==> src/rtl/lkt_pkg.sv <==
// Shared types for the bridge lock tracker.
package lkt_pkg;

    // Per-bus lock sequencing state.
    typedef enum logic [2:0] {
        LK_IDLE = 3'd0,  // no transaction, or between transactions without a lock
        LK_ADDR = 3'd1,  // address phase seen with lock low; lock expected next
        LK_PEND = 3'd2,  // lock asserted; waiting for first completed transfer
        LK_HELD = 3'd3,  // lock established on this bus
        LK_BUSY = 3'd4   // ordinary (non-locked) transaction in progress
    } lk_state_e;

endpackage

==> src/rtl/lkt_bus_tracker.sv <==
// Per-bus lock tracker.
// Follows one bus's frame/lock/done signals and decides whether a locked
// sequence has started correctly and when the lock becomes established.
// Assumes all inputs are synchronous to clk and active high. ALLOW_CROSS
// selects whether a lock on a transaction flagged for forwarding may be
// established (1) or must be refused (0).
module lkt_bus_tracker
    import lkt_pkg::*;
#(
    parameter bit ALLOW_CROSS = 1'b1
) (
    input  logic clk,
    input  logic rst_n,
    input  logic frame,
    input  logic lock,
    input  logic done,
    input  logic fwd,
    output logic held,
    output logic pend,
    output logic fwd_q
);

    lk_state_e state, state_nxt;
    logic      quiet_q;
    logic      bus_free;
    logic      may_hold;

    assign bus_free = !frame && !lock;
    assign may_hold = ALLOW_CROSS || !fwd_q;

    // Next-state decision for the lock sequence.
    always_comb begin
        state_nxt = state;
        unique case (state)
            LK_IDLE: if (frame) state_nxt = (quiet_q && !lock) ? LK_ADDR : LK_BUSY;
            LK_ADDR: state_nxt = lock ? LK_PEND : LK_BUSY;
            LK_PEND: begin
                if (bus_free)                    state_nxt = LK_IDLE;
                else if (done && lock && may_hold) state_nxt = LK_HELD;
            end
            LK_HELD: if (bus_free) state_nxt = LK_IDLE;
            LK_BUSY: if (bus_free) state_nxt = LK_IDLE;
            default: state_nxt = LK_IDLE;
        endcase
    end

    // State register, previous-cycle quiet record and forward capture.
    always_ff @(posedge clk) begin
        if (!rst_n) begin
            state   <= LK_IDLE;
            quiet_q <= 1'b1;
            fwd_q   <= 1'b0;
        end else begin
            state   <= state_nxt;
            quiet_q <= bus_free;
            if (state == LK_IDLE && frame) fwd_q <= fwd;
        end
    end

    assign held = (state == LK_HELD);
    assign pend = (state == LK_PEND);

    AST_HOLD_AFTER_DONE: assert property (@(posedge clk) disable iff (!rst_n)
        $rose(held) |-> $past(done && lock));

    AST_EARLY_LOCK_ORDINARY: assert property (@(posedge clk) disable iff (!rst_n)
        (state == LK_IDLE && frame && lock) |=> !held);

    AST_RELEASE_DROPS: assert property (@(posedge clk) disable iff (!rst_n)
        (held && !frame && !lock) |=> !held);

    generate
        if (!ALLOW_CROSS) begin : g_no_cross
            AST_UPSTREAM_NEVER_HELD: assert property (@(posedge clk) disable iff (!rst_n)
                !(held && fwd_q));
        end
    endgenerate

endmodule

==> src/rtl/lkt_cross.sv <==
// Cross-bridge lock combiner.
// Merges the two bus trackers into the block's outputs. A held primary lock
// on a forwarded transaction locks the secondary bus too. An upstream locked
// attempt waiting on the secondary side is turned into a retry request.
// Assumes the tracker outputs are registered state decodes.
module lkt_cross (
    input  logic clk,
    input  logic rst_n,
    input  logic pri_frame,
    input  logic pri_lock,
    input  logic pri_held,
    input  logic pri_fwd_q,
    input  logic sec_held,
    input  logic sec_pend,
    input  logic sec_fwd_q,
    output logic pri_lock_held,
    output logic sec_lock_held,
    output logic xbridge_lock,
    output logic sec_retry
);

    // Output decode from tracker state.
    always_comb begin
        xbridge_lock  = pri_held && pri_fwd_q;
        pri_lock_held = pri_held;
        sec_lock_held = sec_held || xbridge_lock;
        sec_retry     = sec_pend && sec_fwd_q;
    end

    AST_XLOCK_ENDS_ON_RELEASE: assert property (@(posedge clk) disable iff (!rst_n)
        $fell(xbridge_lock) |-> $past(!pri_frame && !pri_lock));

    AST_RETRY_NOT_HELD: assert property (@(posedge clk) disable iff (!rst_n)
        sec_retry |-> !sec_held);

endmodule

==> src/rtl/bridge_lock_tracker.sv <==
// Bridge exclusive-access lock tracker (top).
// Runs one tracker per bus. The primary tracker may establish forwarded
// locks; the secondary tracker refuses them. Both feed the cross combiner.
// Assumes a single clock domain for both buses' sampled signals.
module bridge_lock_tracker (
    input  logic clk,
    input  logic rst_n,
    input  logic pri_frame,
    input  logic pri_lock,
    input  logic pri_done,
    input  logic pri_fwd,
    input  logic sec_frame,
    input  logic sec_lock,
    input  logic sec_done,
    input  logic sec_fwd,
    output logic pri_lock_held,
    output logic sec_lock_held,
    output logic xbridge_lock,
    output logic sec_retry
);

    logic p_held, p_pend, p_fwd_q;
    logic s_held, s_pend, s_fwd_q;

    lkt_bus_tracker #(.ALLOW_CROSS(1'b1)) u_pri (
        .clk(clk), .rst_n(rst_n),
        .frame(pri_frame), .lock(pri_lock), .done(pri_done), .fwd(pri_fwd),
        .held(p_held), .pend(p_pend), .fwd_q(p_fwd_q)
    );

    lkt_bus_tracker #(.ALLOW_CROSS(1'b0)) u_sec (
        .clk(clk), .rst_n(rst_n),
        .frame(sec_frame), .lock(sec_lock), .done(sec_done), .fwd(sec_fwd),
        .held(s_held), .pend(s_pend), .fwd_q(s_fwd_q)
    );

    lkt_cross u_cross (
        .clk(clk), .rst_n(rst_n),
        .pri_frame(pri_frame), .pri_lock(pri_lock),
        .pri_held(p_held), .pri_fwd_q(p_fwd_q),
        .sec_held(s_held), .sec_pend(s_pend), .sec_fwd_q(s_fwd_q),
        .pri_lock_held(pri_lock_held), .sec_lock_held(sec_lock_held),
        .xbridge_lock(xbridge_lock), .sec_retry(sec_retry)
    );

    AST_PEND_UNUSED_OK: assert property (@(posedge clk) disable iff (!rst_n)
        p_pend |=> !(p_held && !$past(pri_done)));

endmodule

==> config.mk <==
export PLATFORM = sky130hd
export DESIGN_NAME = bridge_lock_tracker
export DESIGN_NICKNAME = d
export VERILOG_FILES = /design/src/rtl/lkt_pkg.sv /design/src/rtl/lkt_bus_tracker.sv /design/src/rtl/lkt_cross.sv /design/src/rtl/bridge_lock_tracker.sv
export SDC_FILE = /design/constraint.sdc
export NUM_CORES = 1
export LEC_CHECK = 0
export BUFFER_PORTS_ARGS = -buffer_cell sky130_fd_sc_hd__buf_2
export CAP_MARGIN = 20
export CELL_PAD_IN_SITES_DETAIL_PLACEMENT = 1
export CELL_PAD_IN_SITES_GLOBAL_PLACEMENT = 1
export CORE_MARGIN = 2
export CORE_UTILIZATION = 32
export DETAILED_ROUTE_END_ITERATION = 6
export PLACE_DENSITY_LB_ADDON = 0.1
export SLEW_MARGIN = 20
export SYNTH_ARGS = -nofsm -noshare
export SYNTH_HDL_FRONTEND = slang
export SYNTH_SLANG_ARGS = --single-unit
export TNS_END_PERCENT = 100
==> constraint.sdc <==
create_clock -name clk -period 1.16 [get_ports clk]
set_clock_uncertainty 0.15 [all_clocks]
set_input_delay 0.116 -clock clk [delete_from_list [all_inputs] [get_ports clk]]
set_output_delay 0.116 -clock clk [all_outputs]
set_load 0.03 [all_outputs]
== After elaboration in Yosys (flattened, before gate mapping) ==
Index checks and enable logic that the tools add are counted.

* Input port bits: 10
* Word-level logic and storage cells: 57
* Output and inout bits: 4
* Register bits after elaboration: 10

* Reduce and logical (&&, ||, !) cells: 23
* Multiplexer cells: 14
* Equality and inequality tests: 14

{| class="wikitable"
|+ Operator list
! operator !! count
|-
| $mux W3 || 12
|-
| $pmux W3 S4 || 2
|-
| $eq A3 B2 Y1 const B || 4
|-
| $logic_and A1 B1 Y1 || 11
|-
| $eq A3 B1 Y1 const B || 2
|-
| $eq A3 B3 Y1 const B || 2
|-
| $logic_not A3 Y1 || 2
|-
| $reduce_and A3 Y1 || 2
|-
| $logic_not A1 Y1 || 5
|-
| $ne A2 B1 Y1 const B || 2
|-
| $ne A2 B2 Y1 const B || 2
|-
| $reduce_or A2 Y1 || 2
|-
| $ne A3 B1 Y1 const B || 1
|-
| $ne A3 B3 Y1 const B || 1
|-
| $logic_or A1 B1 Y1 || 1
|}

== Longest topological paths before layout ==
Gate-level depths: netlist of the first run.

* Depth in word-level cells: 5
* Mapped depth: 5

== By module ==
Synthesis of the first run repeated with hierarchy kept, for this count alone.

* Cell total of the unflattened synthesis: 56
* Area total of the unflattened synthesis: 506.7 um2

{| class="wikitable"
|+ By module, submodules not included
! module !! seq. area each (um2) !! times used !! area an instance (um2) !! cells an instance
|-
| lkt_bus_tracker at u_pri || 100.1 || 1 || 242.7 || 27
|-
| lkt_bus_tracker at u_sec || 100.1 || 1 || 236.5 || 25
|-
| lkt_cross || 0.0 || 1 || 27.5 || 4
|}

== Least setup slack after synthesis of the first run ==
OpenSTA, ideal clock, no wires.

* Kind: reg2out
* Start point: register u_pri.state[1]
* End point: output port sec_lock_held
* Setup slack: -0.683 ns
* Path buffers: 0
* Stages on the path, launching flop included: 5
* Data required time: 0.894 ns
* Arrival time: 1.577 ns
* Cell sequence: dfxtp_1 > nand2_1 > nor2_1 > and2_1 > a31o_2

* Longest elaborated chain between the ends: 3

{| class="wikitable"
|+ Ends and longest elaborated chain
! what !! RTL line !! text
|-
| from (decl) || lkt_bus_tracker.sv:23 || <nowiki>lk_state_e state, state_nxt;</nowiki>
|-
| from (signal assigned) || lkt_bus_tracker.sv:54 || <nowiki>state <= state_nxt;</nowiki>
|-
| $eq A3 B2 Y1 || lkt_bus_tracker.sv:60 || <nowiki>assign held = (state == LK_HELD);</nowiki>
|-
| net pri_lock_held || bridge_lock_tracker.sv:16 || <nowiki>output logic pri_lock_held,</nowiki>
|-
| $logic_and A1 B1 Y1 || lkt_cross.sv:24 || <nowiki>xbridge_lock = pri_held && pri_fwd_q;</nowiki>
|-
| net xbridge_lock || bridge_lock_tracker.sv:18 || <nowiki>output logic xbridge_lock,</nowiki>
|-
| $logic_or A1 B1 Y1 || lkt_cross.sv:26 || <nowiki>sec_lock_held = sec_held || xbridge_lock;</nowiki>
|-
| to (decl) || bridge_lock_tracker.sv:17 || <nowiki>output logic sec_lock_held,</nowiki>
|}

The timed path passes the listed nets, and every way through them passes these cells.

== Worst setup path in the final report of the first run ==
* Start point: register u_pri.state[1]
* End point: output port sec_lock_held

* Longest elaborated chain between the ends: 3

{| class="wikitable"
|+ Ends and longest elaborated chain
! what !! RTL line
|-
| $eq A3 B2 Y1 || lkt_bus_tracker.sv:60
|-
| $logic_and A1 B1 Y1 || lkt_cross.sv:24
|-
| $logic_or A1 B1 Y1 || lkt_cross.sv:26
|}

Every way passes these cells.

==> results of run 1 <==
-- how the worst min path moves through the flow --
| stage | start | to | slack [ps] | depth (start not counted) |
|---|---|---|---|---|
| final | pri_frame | u_pri.quiet_q | 20 | 2 |
| after global routing | pri_frame | u_pri.quiet_q | 40 | 2 |
| after CTS | pri_frame | u_pri.quiet_q | 6 | 2 |
| after detailed placement | sec_fwd | u_sec.fwd_q | 230 | 3 |
| after global placement | sec_fwd | u_sec.fwd_q | 220 | 3 |
| after floorplan | sec_frame | u_sec.quiet_q | 70 | 1 |
-- stage by stage --
| step | utilization (%) | std cells | area [sq um] | setup TNS (ps) | worst slack [ps] |
|---|---|---|---|---|---|
| detailed placement | 45.8 | 100 | 714 | -661 | -251 |
| CTS | 55.9 | 113 | 871 | -1550 | -299 |
| floorplan | - | 65 | 586 | -427 | -146 |
| global placement | 45.8 | 100 | 714 | -502 | -182 |
| finish | 59.1 | 114 | 922 | -1500 | -289 |
| global route | 59.1 | 114 | 922 | -2050 | -334 |
-- registers in the layout (all words and copies together), names as in the netlist --
register	cells
u_pri.fwd_q	1
u_pri.quiet_q	1
u_pri.state	3
u_sec.fwd_q	1
u_sec.quiet_q	1
u_sec.state	3
-- layer usage --
metal | wire length (um) | up-vias
li1 | - | 309
met1 | 889 | 323
met2 | 926 | 19
met3 | 63 | 6
met4 | 31 | 0
met5 | 0 | -
-- placed cells by master, fill, tap and decap left out, types with 2 or more instances in the layout --
cell type                       count
sky130_fd_sc_hd__buf_2             11
sky130_fd_sc_hd__and3_4             2
sky130_fd_sc_hd__clkbuf_4           3
sky130_fd_sc_hd__nand2_4            2
sky130_fd_sc_hd__dfxtp_4            6
sky130_fd_sc_hd__a21oi_1            3
sky130_fd_sc_hd__nor2b_1            2
sky130_fd_sc_hd__nor2_4             3
sky130_fd_sc_hd__o21ai_2            2
sky130_fd_sc_hd__buf_6              5
sky130_fd_sc_hd__dlygate4sd3_1      4
sky130_fd_sc_hd__mux2i_1            3
sky130_fd_sc_hd__nand3_1            2
sky130_fd_sc_hd__nand2_1            3
sky130_fd_sc_hd__buf_4             11
sky130_fd_sc_hd__o21ai_0            7
sky130_fd_sc_hd__dfxtp_1            4
sky130_fd_sc_hd__a211oi_2           2
sky130_fd_sc_hd__nor2_1             2
-- what timing repair did --
| item | CTS | global route |
|---|---|---|
| pin swaps | 10 | 3 |
| buffers inserted | 5 | 2 |
| endpoints found under the hold margin | 3 | 0 |
| endpoints found under the setup margin | 8 | 11 |
| gates resized for setup | 18 | 11 |
| hold buffers | 4 | 0 |
-- where the power goes --
group	switching, mW	internal [mW]
combinational	0.110	0.125
clock	0.137	0.124
sequential	0.0329	0.366
-- cells by family (layout without fill, tap and decap cells) --
kind of cell           after synthesis  after routing  synth area share [%]
AND/OR/NAND/NOR                     28             28                  31.5
buffers and inverters                4             37                  4.11
AO/OA/AOI/OAI                       20             20                  22.4
multiplexers                         3              3                  5.48
flip-flops                          10             10                  36.5
-- layout make-up --
class / count / share of cell area, %
clock inverter: 1 / 0.407
sequential: 10 / 24.2
timing repair buffer: 31 / 25.4
clock buffer: 3 / 2.44
tap: 16 / 2.17
inverter: 2 / 0.814
multi-input combinational: 51 / 44.6
==> impl_metrics.yaml, run 1 <==
outcome:
  outcome: "finished, violations left"
  violations: "setup timing"
route:
  drtIter0Drc: 4
  wl_per_cell_um: 16.8
  routed_wl_um: 1910
  drc: 0
  drt_first_pass_iters: 4
  num_vias: 657
  route.antenna.remaining_nets: 0
  viasPerCell: 5.76
global_routing:
  grt_busiest_layer: "met2"
  pin_count_of_the_biggest_net_entering_global_routing: 10
  groute.layer.met1.usage_pct: 27.9
  met2_resource_use_gr_pct: 29.9
  grt_antenna_before_repair: 0
  grt_pass1_wl_um: 2900
  remaining_overflow_grt: 0
  gr-usage-all-layers_pct: 19.8
  grt_use_met3_pct: 3.57
  vias_in_the_first_global_route: 625
sta:
  fmaxAchievable_ghz: 0.690
  grt_setup_unrepaired: "yes"
  setup_viol: 9
  max_slew_margin_pct: 74.9
  finalHoldViolations: 0
  final.period_utilization_pct: 125
  finalWorstSetupSlack_ps: -289
  timing_worst_slew_pin_value_ps: 372
  whs_ps: 19.1
  timing.final.crit_period_ps: 1450
  final_max_slew_viol_count: 0
worst_setup_path:
  start_point_of_the_critical_path: "u_pri.state[1]"
  cp_data_arrival_time_ps: 1180
  cp_top_family: "flip-flops"
  r2r_start: "u_pri.state[0]"
  worst_ep_required_time_ps: 890
  worst-path-stages: 5
  timing.reg2reg.worst_path_depth: 4
  regToRegEndpoint: "u_pri.state[2]"
  worstSetupPathType: "reg -> out"
  critical-path-slowest-cell: "sky130_fd_sc_hd__dfxtp_4"
  crit_path_start_kind: "register"
  crit_chain: "nand2_4 -> nor2_4 -> and2_4 -> a31o_4 -> buf_6"
  worst-r2r-setup-slack_ps: -270
  critPathMaxStageDelay_ps: 350
  critical_path.max_fanout: 2
  worstSetupEndpoint: "sec_lock_held"
  endpoint_kind: "primary output"
  crit_path_buffers_inverters: 1
placed_design:
  place_hpwl_um: 1110
  gp_congestion: 0.737
  io_buffers: 13
clock_network:
  cts_max_level: 1
  tritoncts_num_sinks: 10
  clk_transition_reported_paths_ps: 70
  cts_buffers: 3
  root_buffer: "sky130_fd_sc_hd__clkbuf_4"
  worst_skew_pair.late_latency_ps: 270
  clock_tree_from_tritoncts: "yes"
  cts.path.max_buffers: 2
floorplanning:
  die_y_um: 45.4
  dieArea_sq_um: 2060
  core-area_sq_um: 1560
  floorplan.initialDensity_pct: 35.2
  chipWidth_um: 45.4
  boundary_pin_count: 14
  rows: 14
power:
  vdd.ir_drop.worst_mv: 0.670
  power.density_cell_area_nw_per_um2: 970
  power.leakage_nw: 0.409
  power.total_uw: 894
synth:
  synth.cell_area_sq_um: 548
  ys_seq_area_share_pct: 36.5
  synth_area_leaders: "sky130_fd_sc_hd__dfxtp_1 37%, sky130_fd_sc_hd__o21ai_0 6.4%, sky130_fd_sc_hd__mux2i_1 5.5%"
  number_of_synthesized_flops_with_an_enable_pin: 0
  synth-seq-cells: 10
  syn_area_per_cell_sq_um: 8.43
  synth_flop_cell: "sky130_fd_sc_hd__dfxtp_1"
  ys_types: 34
  synth_top_area_share_pct: 36.5
  synth.top_cells.by_count: "10 x sky130_fd_sc_hd__dfxtp_1, 7 x sky130_fd_sc_hd__o21ai_0, 5 x sky130_fd_sc_hd__nand2_1, 5 x sky130_fd_sc_hd__nor2_1"
  cell_count_after_synthesis: 65
  synth_async_sr_flop_share_pct: 0
  yosysWarningCount: 0
  postSynthNetCount: 75
  synth_area_leader_cell: "sky130_fd_sc_hd__dfxtp_1"
  yosys.cell_count.top_type: "sky130_fd_sc_hd__dfxtp_1"
cells_and_area:
  multi_input_comb_area_sq_um: 412
  total_nets_final: 109
  synthToLayoutAreaGrowth_pct: 68.3
  n_fill_cell: 184
  final_layout_size_suffix_gt1_share_pct: 56.1
  insertedDiodeCount: 0
  regArea_sq_um: 223
flow_run:
  max_cap_violations: 0
min_path:
  timing.hold.worst.class: "in -> reg"
Power figures use the tool's default switching activity.
==> run 2, diff against run 1 <==
--- a/config.mk
+++ b/config.mk
@@ -12,7 +12,7 @@
 export CORE_MARGIN = 2
 export CORE_UTILIZATION = 32
 export DETAILED_ROUTE_END_ITERATION = 6
-export PLACE_DENSITY_LB_ADDON = 0.1
+export PLACE_DENSITY = 0.73
 export SLEW_MARGIN = 20
 export SYNTH_ARGS = -nofsm -noshare
 export SYNTH_HDL_FRONTEND = slang
==> run 2 against run 1 <==
Net effect: non-clock buffer count is 6 higher; sequential power is 2% lower; clock power hardly changed; sequential cell count stayed put; sequential share of layout area is 2.0 points lower; global-route usage is 4.0 points higher; largest power group unchanged; count of clock-buffer cells in the layout is 1 higher; combinational power is 24% higher; via count is 1.5% higher; largest cell class unchanged; core utilization is 4.5 points higher; the run still ends with setup timing left; hold slack worse by 18 ps; register-to-register slack worse by 50 ps.
==> impl_metrics.yaml, run 2 (synthesis gave the netlist of run 1 again) <==
outcome:
  outcome: "finished, violations left"
  violations: "setup timing"
sta:
  final_max_slew_viol_count: 0
  timing_worst_slew_pin_value_ps: 350
  grt_setup_unrepaired: "yes"
  final.period_utilization_pct: 128
  fmaxAchievable_ghz: 0.674
  setup_viol: 8
  finalWorstSetupSlack_ps: -323
  finalHoldViolations: 0
  max_slew_margin_pct: 76.4
  timing.final.crit_period_ps: 1480
clock_network:
  cts_buffers: 3
  cts_max_level: 1
  clk_transition_reported_paths_ps: 70
  worst_skew_pair.late_latency_ps: 270
  root_buffer: "sky130_fd_sc_hd__clkbuf_4"
  clock_tree_from_tritoncts: "yes"
  cts.path.max_buffers: 2
  tritoncts_num_sinks: 10
power:
  combinational_share_of_power_pct: 30.9
  power.density_cell_area_nw_per_um2: 949
  power.share.sequential_pct: 41.6
  switching_share_pct: 30.6
  vdd.ir_drop.worst_mv: 0.666
  power.leakage_nw: 0.446
  clock_power_share_pct: 27.5
  power.total_uw: 942
  p_switching_uw: 288
  power.internal_uw: 654
worst_setup_path:
  worstSetupPathType: "reg -> out"
  cp_data_arrival_time_ps: 1220
  worst_ep_required_time_ps: 890
  critical_path.max_fanout: 2
  crit_chain: "nand2_4 -> nor2_4 -> and2_4 -> a31o_4 -> buf_6"
  critPathMaxStageDelay_ps: 370
  crit_path_start_kind: "register"
  crit_path_buffers_inverters: 1
  critical-path-slowest-cell: "sky130_fd_sc_hd__dfxtp_4"
  endpoint_kind: "primary output"
  cp_top_family: "flip-flops"
floorplanning:
  rows: 14
  core-area_sq_um: 1560
  chipWidth_um: 45.4
  dieArea_sq_um: 2060
  die_y_um: 45.4
  boundary_pin_count: 14
  floorplan.initialDensity_pct: 35.2
flow_run:
  max_cap_violations: 0
placed_design:
  placedCellCount: 102
  io_buffers: 13
  placed_area_sq_um: 729
  place_ws_ps: -182
  place_hpwl_um: 1120
  gp_congestion: 0.727
route:
  viasPerCell: 5.56
  route.antenna.remaining_nets: 0
  wl_per_cell_um: 17.8
  routed_wl_um: 2140
  num_vias: 667
  drt_first_pass_iters: 4
  drc: 0
  drtIter0Drc: 26
cells_and_area:
  n_fill_cell: 182
  multi_input_comb_area_sq_um: 419
  synthToLayoutAreaGrowth_pct: 81.1
  fin_area_sq_um: 992
  most-common-layout-cells: "14 x sky130_fd_sc_hd__buf_4, 10 x sky130_fd_sc_hd__buf_2, 9 x sky130_fd_sc_hd__buf_6, 7 x sky130_fd_sc_hd__o21ai_0, 5 x sky130_fd_sc_hd__dfxtp_4"
  top_regs: "u_pri.state x3, u_sec.state x3"
  final_common_cell: "sky130_fd_sc_hd__buf_4"
  total_nets_final: 115
  layoutNonFillerInstCount: 120
  final_layout_size_suffix_gt1_share_pct: 58.7
  insertedDiodeCount: 0
  regArea_sq_um: 220
global_routing:
  gr-usage-all-layers_pct: 23.8
  grt_pass1_wl_um: 3310
  remaining_overflow_grt: 0
  grt_antenna_before_repair: 0
  pin_count_of_the_biggest_net_entering_global_routing: 10
  vias_in_the_first_global_route: 680
min_path:
  timing.hold.worst.class: "in -> reg"
==> run 2: stage by stage <==
stage | utilization [%] | setup TNS (ps) | hold WS, ps
after floorplan | - | -427 | 66.4
after global placement | 46.8 | -537 | 227
after detailed placement | 46.8 | -672 | 245
after CTS | 58.3 | -1650 | 6.12
after global routing | 63.6 | -2300 | 36.0
final | 63.6 | -1810 | 1.19
==> run 2: path summary, 6_finish.rpt <==
check / from / endpoint / cells after the start / slack (ps)
worst max-delay path: u_pri.state[0] / sec_lock_held / 5 / -320
worst min-delay path: pri_lock / u_pri.state[1] / 3 / 1
worst max register to register: u_pri.state[2] / u_pri.state[2] / 5 / -320
worst min register to register: u_pri.fwd_q / u_pri.fwd_q / 2 / 380
==> run 2: power groups by stage <==
| stage | combinational (mW) | sequential, mW | clock, mW |
|---|---|---|---|
| after detailed placement | 0.179 | 0.401 | 0 |
| after global routing | 0.312 | 0.395 | 0.289 |
| after floorplan | 0.107 | 0.399 | 0 |
| final | 0.291 | 0.392 | 0.259 |
| after global placement | 0.175 | 0.399 | 0 |
| after CTS | 0.235 | 0.386 | 0.270 |
==> run 2: worst reg2reg max path, delay by kind of cell (launching register included) <==
kind                   cells  cell delay [ps]
and+or+nand+nor            2              550
DFF                        1              330
buffers and inverters      2              210
muxes                      1              170
==> run 2: final cells by class <==
cell class / instances / share of cell area (%)
Sequential cell: 10 / 22.2
Inverter: 2 / 1.01
Tap cell: 16 / 2.02
Clock buffer: 4 / 2.65
Timing Repair Buffer: 37 / 29.9
Multi-Input combinational cell: 51 / 42.2
==> run 2: what timing repair did <==
action | 4_1_cts | 5_1_grt
pin swaps | 9 | 3
hold buffers | 4 | 0
gates cloned | 0 | 0
endpoints found under the hold margin | 3 | 0
buffers inserted | 7 | 4
setup endpoints to repair | 9 | 10
gates resized for setup | 20 | 13
==> run 2: per-layer routing <==
layer  vias up  wire (um)  GRT usage, %
met3         6         80          8.33
met1       326       1010          31.7
met2        17        999          35.2
met4         0         44          8.82
met5         -          0             0
li1        318          -             -
